[src/rtl/uart_rx_pkg.sv]
package uart_rx_pkg;
  typedef enum logic [1:0] {
    PAR_NONE  = 2'd0,
    PAR_EVEN  = 2'd1,
    PAR_ODD   = 2'd2,
    PAR_NONE3 = 2'd3
  } par_mode_e;

  typedef enum logic [2:0] {
    ST_IDLE,
    ST_START,
    ST_DATA,
    ST_PAR,
    ST_STOP
  } rx_state_e;

  typedef struct packed {
    logic [1:0] len_code;
    par_mode_e  par;
    logic       two_stop;
  } rx_cfg_t;

  localparam int unsigned MIN_BITS = 5;
endpackage

[src/rtl/uart_rx_sync.sv]
module uart_rx_sync #(
  parameter int unsigned STAGES = 2
) (
  input  logic clk_i,
  input  logic rst_ni,
  input  logic din_i,
  output logic line_o,
  output logic fall_o
);
  logic [STAGES-1:0] chain_q;
  logic              prev_q;

  generate
    if (STAGES == 1) begin : g_one
      always_ff @(posedge clk_i or negedge rst_ni) begin
        if (!rst_ni) chain_q <= '1;
        else         chain_q <= din_i;
      end
    end else begin : g_multi
      always_ff @(posedge clk_i or negedge rst_ni) begin
        if (!rst_ni) chain_q <= '1;
        else         chain_q <= {chain_q[STAGES-2:0], din_i};
      end
    end
  endgenerate

  always_ff @(posedge clk_i or negedge rst_ni) begin
    if (!rst_ni) prev_q <= 1'b1;
    else         prev_q <= chain_q[STAGES-1];
  end

  assign line_o = chain_q[STAGES-1];
  assign fall_o = prev_q & ~chain_q[STAGES-1];

  p_fall_low_r2: assert property (@(posedge clk_i) disable iff (!rst_ni)
    fall_o |-> ($past(line_o) && !line_o));
endmodule

[src/rtl/uart_rx_parity.sv]
module uart_rx_parity #(
  parameter int unsigned MAX_BITS = 8,
  localparam int unsigned LEN_W   = $clog2(MAX_BITS + 1)
) (
  input  logic [MAX_BITS-1:0] word_i,
  input  logic [LEN_W-1:0]    len_i,
  input  logic                odd_i,
  output logic                exp_o
);
  logic [MAX_BITS-1:0] masked;

  for (genvar i = 0; i < MAX_BITS; i++) begin : g_mask
    assign masked[i] = word_i[i] & (LEN_W'(i) < len_i);
  end

  assign exp_o = (^masked) ^ odd_i;
endmodule

[src/rtl/uart_rx_ctrl.sv]
module uart_rx_ctrl
  import uart_rx_pkg::*;
#(
  parameter int unsigned MAX_BITS = 8,
  parameter int unsigned OVS      = 16,
  localparam int unsigned LEN_W   = $clog2(MAX_BITS + 1),
  localparam int unsigned IDX_W   = $clog2(MAX_BITS),
  localparam int unsigned CNT_W   = $clog2(OVS)
) (
  input  logic                clk_i,
  input  logic                rst_ni,
  input  logic                tick_i,
  input  logic                line_i,
  input  logic                fall_i,
  input  rx_cfg_t             cfg_i,
  input  logic                exp_par_i,
  output logic [LEN_W-1:0]    len_o,
  output logic                odd_o,
  output logic [MAX_BITS-1:0] data_o,
  output logic                valid_o,
  output logic                par_err_o,
  output logic                frm_err_o
);
  localparam logic [CNT_W-1:0] MID  = CNT_W'(OVS / 2 - 1);
  localparam logic [CNT_W-1:0] LAST = CNT_W'(OVS - 1);

  rx_state_e           state_q;
  rx_cfg_t             cfg_q;
  logic [CNT_W-1:0]    cnt_q;
  logic [IDX_W-1:0]    idx_q;
  logic                stop2_q;
  logic [MAX_BITS-1:0] data_q;
  logic                valid_q, par_err_q, frm_err_q;
  logic                par_en, last_bit, mid_pt;

  assign len_o    = LEN_W'(cfg_q.len_code) + LEN_W'(MIN_BITS);
  assign odd_o    = (cfg_q.par == PAR_ODD);
  assign par_en   = (cfg_q.par == PAR_EVEN) || (cfg_q.par == PAR_ODD);
  assign last_bit = (LEN_W'(idx_q) == len_o - LEN_W'(1));
  assign mid_pt   = (cnt_q == LAST);

  always_ff @(posedge clk_i or negedge rst_ni) begin
    if (!rst_ni) begin
      state_q   <= ST_IDLE;
      cfg_q     <= '0;
      cnt_q     <= '0;
      idx_q     <= '0;
      stop2_q   <= 1'b0;
      data_q    <= '0;
      valid_q   <= 1'b0;
      par_err_q <= 1'b0;
      frm_err_q <= 1'b0;
    end else begin
      valid_q <= 1'b0;
      unique case (state_q)
        ST_IDLE: begin
          if (fall_i) begin
            state_q   <= ST_START;
            cfg_q     <= cfg_i;
            cnt_q     <= '0;
            idx_q     <= '0;
            stop2_q   <= 1'b0;
            data_q    <= '0;
            par_err_q <= 1'b0;
            frm_err_q <= 1'b0;
          end
        end
        ST_START: begin
          if (tick_i) begin
            if (cnt_q == MID) begin
              cnt_q   <= '0;
              state_q <= line_i ? ST_IDLE : ST_DATA;  // glitch rejection
            end else begin
              cnt_q <= cnt_q + 1'b1;
            end
          end
        end
        ST_DATA: begin
          if (tick_i) begin
            cnt_q <= cnt_q + 1'b1;
            if (mid_pt) begin
              data_q[idx_q] <= line_i;
              if (last_bit) begin
                idx_q   <= '0;
                state_q <= par_en ? ST_PAR : ST_STOP;
              end else begin
                idx_q <= idx_q + 1'b1;
              end
            end
          end
        end
        ST_PAR: begin
          if (tick_i) begin
            cnt_q <= cnt_q + 1'b1;
            if (mid_pt) begin
              par_err_q <= (line_i != exp_par_i);
              state_q   <= ST_STOP;
            end
          end
        end
        ST_STOP: begin
          if (tick_i) begin
            cnt_q <= cnt_q + 1'b1;
            if (mid_pt) begin
              if (!line_i) frm_err_q <= 1'b1;
              if (cfg_q.two_stop && !stop2_q) begin
                stop2_q <= 1'b1;
              end else begin
                state_q <= ST_IDLE;
                valid_q <= 1'b1;
              end
            end
          end
        end
        default: state_q <= ST_IDLE;
      endcase
    end
  end

  assign data_o    = data_q;
  assign valid_o   = valid_q;
  assign par_err_o = par_err_q;
  assign frm_err_o = frm_err_q;

  p_valid_pulse_r7: assert property (@(posedge clk_i) disable iff (!rst_ni)
    valid_q |=> !valid_q);

  p_valid_idle_r7: assert property (@(posedge clk_i) disable iff (!rst_ni)
    valid_q |-> (state_q == ST_IDLE));

  p_no_par_err_r5: assert property (@(posedge clk_i) disable iff (!rst_ni)
    (valid_q && !par_en) |-> !par_err_q);

  p_flags_clear_r8: assert property (@(posedge clk_i) disable iff (!rst_ni)
    (state_q == ST_START && $past(state_q) == ST_IDLE) |-> (!par_err_q && !frm_err_q));

  p_data_on_tick_r3: assert property (@(posedge clk_i) disable iff (!rst_ni)
    (!$stable(data_q) && state_q != ST_START) |-> $past(tick_i));
endmodule

[src/rtl/uart_frame_rx.sv]
module uart_frame_rx
  import uart_rx_pkg::*;
#(
  parameter int unsigned MAX_BITS    = 8,
  parameter int unsigned OVS         = 16,
  parameter int unsigned SYNC_STAGES = 2,
  localparam int unsigned LEN_W      = $clog2(MAX_BITS + 1)
) (
  input  logic                clk_i,
  input  logic                rst_ni,
  input  logic                os_tick_i,
  input  logic                rx_i,
  input  logic [1:0]          len_sel_i,
  input  logic [1:0]          par_sel_i,
  input  logic                two_stop_i,
  output logic [MAX_BITS-1:0] data_o,
  output logic                valid_o,
  output logic                par_err_o,
  output logic                frm_err_o
);
  logic             line_s, fall_s, exp_par;
  logic             odd_sel;
  logic [LEN_W-1:0] len_cur;
  rx_cfg_t          cfg_in;

  assign cfg_in = '{len_code: len_sel_i, par: par_mode_e'(par_sel_i), two_stop: two_stop_i};

  uart_rx_sync #(.STAGES(SYNC_STAGES)) u_sync (
    .clk_i  (clk_i),
    .rst_ni (rst_ni),
    .din_i  (rx_i),
    .line_o (line_s),
    .fall_o (fall_s)
  );

  uart_rx_parity #(.MAX_BITS(MAX_BITS)) u_par (
    .word_i (data_o),
    .len_i  (len_cur),
    .odd_i  (odd_sel),
    .exp_o  (exp_par)
  );

  uart_rx_ctrl #(.MAX_BITS(MAX_BITS), .OVS(OVS)) u_ctrl (
    .clk_i     (clk_i),
    .rst_ni    (rst_ni),
    .tick_i    (os_tick_i),
    .line_i    (line_s),
    .fall_i    (fall_s),
    .cfg_i     (cfg_in),
    .exp_par_i (exp_par),
    .len_o     (len_cur),
    .odd_o     (odd_sel),
    .data_o    (data_o),
    .valid_o   (valid_o),
    .par_err_o (par_err_o),
    .frm_err_o (frm_err_o)
  );
endmodule

[config.mk]
export PLATFORM = sky130hd
export DESIGN_NAME = uart_frame_rx
export DESIGN_NICKNAME = d
export VERILOG_FILES = /design/src/rtl/uart_rx_pkg.sv /design/src/rtl/uart_rx_sync.sv /design/src/rtl/uart_rx_parity.sv /design/src/rtl/uart_rx_ctrl.sv /design/src/rtl/uart_frame_rx.sv
export SDC_FILE = /design/constraint.sdc
export NUM_CORES = 1
export LEC_CHECK = 0
export ABC_AREA = 1
export BUFFER_PORTS_ARGS = -buffer_cell sky130_fd_sc_hd__buf_2
export CORE_MARGIN = 2
export CORE_UTILIZATION = 55
export DETAILED_ROUTE_END_ITERATION = 8
export PLACE_DENSITY = 0.85
export SYNTH_ARGS = -nofsm -noshare
export SYNTH_HDL_FRONTEND = slang
export SYNTH_SLANG_ARGS = --single-unit
[constraint.sdc]
create_clock -name clk_i -period 2.25 [get_ports clk_i]
set_clock_uncertainty 0.05 [all_clocks]
set_input_delay 0.225 -clock clk_i [delete_from_list [all_inputs] [get_ports clk_i]]
set_output_delay 0.225 -clock clk_i [all_outputs]
set_load 0.01 [all_outputs]
==> reports/qor_table.md <==
| Parameter | This run |
|:---|:---|
| GRT overflow | 0 |
| Hold buffer count at CTS | 2 |
| Final Power | 0.00255 W |
| Average routed wire per standard cell | 10.6 um |
| Total number of vias | 1598 |
| Via count of the first global-routing pass | 1461 |
| Maximum fanout along the worst path | 21 |
| Count of port buffers added during placement | 19 |
| CTS Root Buffer Type | sky130_fd_sc_hd__clkbuf_4 |
| Die span in x | 60.7 um |
| Mean cell area of the mapped netlist | 7.03 um^2 |
| Area leader, netlist | sky130_fd_sc_hd__dfrtp_1 |
| Total of cells resized after clock tree synthesis | 0 |
| Pins Over Slew Limit | 0 |
| Power per unit of standard cell area | 1280 nW/um^2 |
| RSZ-0062 raised after global routing | false |
| Clock tree from TritonCTS | yes |
| Normalized max-slew margin | 57.5% |
| I/O pin total | 20 |
| H-tree lvl count | 2 |
| Placed standard-cell area | 1900 um^2 |
| Number of storage elements in the synthesis netlist | 30 |
| Post-synth cell types | 25 |
| Post-layout minimum cycle time | 1700 ps |
| Post-Place Cells | 312 |
| CTS max path bufs | 2 |
| Worst Path Arrival | 1890 ps |
| Fill cell count | 279 |
| Pre-Repair DR Iteration Count | 4 |
| Synthesized netlist net count | 264 |
| Cell types occupying the most area after synthesis | sky130_fd_sc_hd__dfrtp_1, sky130_fd_sc_hd__nand2_1, sky130_fd_sc_hd__inv_1 |
| Buffer count from post-CTS setup fixing | 0 |
| Skew-Pair Late Insertion Delay | 350 ps |
| Vertical extent of the die | 60.7 um |
| Final antenna diode count | 0 |
| First DRT Iteration DRCs | 44 |
| Post-Route Setup TNS | 0 ps |
| Syn Inst Count | 252 |
| Clk sink count | 30 |
| Ratio of final minimum period to clock period | 75.8% |
| Maximum number of pins on one net before global-route repair | 31 |
| Most frequent standard cell in the layout excluding fill and tap cells | sky130_fd_sc_hd__nand2_1 |
| Synth top area share | 38.2% |
| Total of warnings raised by yosys | 0 |
| Critical path endpoint category | flop |
| Final Hold Vio Count | 0 |
| Met2 track demand over resource in global routing | 37.0% |
| Worst Hold Margin | 18.5 ps |
| GRT met3 Usage | 4.69% |
| Final Setup Violations | 0 |
| Core ar. | 3050 um^2 |
| Wire length reported by the detailed router | 3.40 mm |
| Number of buffers created by CTS | 5 |
| Number of max-capacitance violations reported | 0 |
| Worst Max-Slew Pin Slew | 638 ps |
| Post-layout instance count excluding filler cells | 322 |
| Summed instance area of the synthesized netlist | 1770 um^2 |
| Row count | 20 |
| GRT Resource Usage Total | 22.3% |
| Antenna Nets Post-Route | 0 |
| First-pass GRT wire length | 5.90 mm |
| Share of layout cells above drive strength 1 | 15.1% |
| LEAKAGE | 1.08 nW |
| Clock slew at reported path FFs | 90 ps |
| Met1 track demand over resource in global routing | 27.0% |
| Required time at the endpoint of the critical path | 2440 ps |
| Weighted congestion reported at the end of routability-driven placement | 0.842 |
| Portion of the post-synthesis area used by sequential elements | 42.6% |
| Final net count | 289 |
| Result of the run | finished, final reports clean |
| Effective utilization at floorplan | 58.0% |
| Top achievable clock speed | 587 MHz |
| Hold WC Path Type | in2reg |
| Critical Setup Path Class | reg2reg |
| Number of antenna violations at the first check in global routing | 0 |
| Final instance area | 1990 um^2 |
| Worst-case vdd ir drop | 0.612 mV |
| Die area | 3690 um^2 |
| Most frequent cells in the layout | sky130_fd_sc_hd__nand2_1, sky130_fd_sc_hd__inv_1, sky130_fd_sc_hd__dfrtp_1, sky130_fd_sc_hd__nand3_1, sky130_fd_sc_hd__buf_2 |
| DP Wirelength | 2.63 mm |
| Area overhead of the layout relative to synthesis | 12.7% |
| Final routed DRC violation total | 0 |
| Most used routing layer | met2 |
| Via density per instance | 4.96 |
| Startpoint kind of the worst setup timing path | flop |
metrics by stage:
stage	worst slack (ps)	utilization, %
after CTS	541	65.3
after detailed placement	559	62.1
after floorplan	826	-
final	545	65.3
after global placement	630	62.1
after global routing	353	65.3
synth_stat cells:
library cell,count
sky130_fd_sc_hd__xnor2_1,2
sky130_fd_sc_hd__nor3_1,6
sky130_fd_sc_hd__a21oi_1,5
sky130_fd_sc_hd__inv_1,31
sky130_fd_sc_hd__dfstp_2,3
sky130_fd_sc_hd__nand2_1,94
sky130_fd_sc_hd__buf_2,1
sky130_fd_sc_hd__ha_1,3
sky130_fd_sc_hd__a21oi_2,1
sky130_fd_sc_hd__o21ai_0,12
sky130_fd_sc_hd__o21ai_1,11
sky130_fd_sc_hd__nand3_1,20
sky130_fd_sc_hd__xor2_1,1
sky130_fd_sc_hd__nor2_2,3
sky130_fd_sc_hd__dfrtp_1,27
sky130_fd_sc_hd__nand4_1,4
sky130_fd_sc_hd__buf_6,1
sky130_fd_sc_hd__buf_4,1
sky130_fd_sc_hd__nand2_2,2
sky130_fd_sc_hd__nor2_4,2
sky130_fd_sc_hd__clkinv_1,1
sky130_fd_sc_hd__nor2_1,16
sky130_fd_sc_hd__o211ai_1,1
sky130_fd_sc_hd__nand2_4,2
sky130_fd_sc_hd__inv_2,2
final cells by class:
cell class | count | area, um^2 | area share [%]
clock inverters | 3 | 40.0 | 2.01
well taps | 44 | 55.1 | 2.76
inverters | 34 | 128 | 6.40
flip-flops and latches | 30 | 754 | 37.8
clock buffers | 5 | 37.5 | 1.88
multi-input cells | 185 | 865 | 43.4
repair buffers | 21 | 115 | 5.77
flip-flops by register name, indices dropped and copies added, names as in the netlist:
register          cells
u_ctrl.data_o         8
u_ctrl.cfg_q          5
u_ctrl.cnt_q          4
u_ctrl.idx_q          3
u_ctrl.state_q        3
u_sync.chain_q        2
u_ctrl.frm_err_o      1
u_ctrl.par_err_o      1
u_ctrl.stop2_q        1
u_ctrl.valid_o        1
u_sync.prev_q         1
metal layers:
metal	wire length, um	share of wire [%]	vias to the layer above
met5	0	0	-
met3	130	3.8	8
li1	-	-	855
met1	1600	47	697
met2	1580	47	38
met4	89	2.6	0
path summary, 6_finish.rpt:
path                                             start                           end  slack (ps)  depth (start not counted)
max                        u_ctrl.cnt_q[0]$_DFFE_PN0P_  u_ctrl.data_o[3]$_DFFE_PN0P_         550                          8
max reg2reg                u_ctrl.cnt_q[0]$_DFFE_PN0P_  u_ctrl.data_o[3]$_DFFE_PN0P_         550                          8
min in group asynchronous                       rst_ni  u_ctrl.data_o[6]$_DFFE_PN0P_         360                          2
max in group asynchronous                       rst_ni   u_ctrl.cnt_q[3]$_DFFE_PN0P_        1360                          2
min reg2reg                u_sync.chain_q[0]$_DFF_PN1_   u_sync.chain_q[1]$_DFF_PN1_         310                          0
min                                       par_sel_i[1]   u_ctrl.cfg_q[2]$_DFFE_PN0P_          20                          3
power breakdown:
group,switching [W],internal [W]
combinational,0.000813,0.000417
sequential,0.000176,0.000722
clock,0.000195,0.000230
worst max-delay path, cell delays in order, from the launching register on:
cell and delay, ps:
sky130_fd_sc_hd__dfrtp_1 380, sky130_fd_sc_hd__ha_1 180, sky130_fd_sc_hd__nand2_1 90, sky130_fd_sc_hd__nor2_1 200, sky130_fd_sc_hd__a21oi_2 110, sky130_fd_sc_hd__nor2_4 330
sky130_fd_sc_hd__o21ai_1 120, sky130_fd_sc_hd__nand2_1 70, sky130_fd_sc_hd__nand2_1 60
logic make-up after synthesis:
logic type	synth area share, %
XOR/XNOR	1.48
flip-flops	42.6
AO/OA/AOI/OAI	8.83
AND/OR/NAND/NOR	36.4
buffers and inverters	8.55
adder cells (fa/ha/maj)	2.12
No activity file was read; power rests on OpenSTA's default activity.
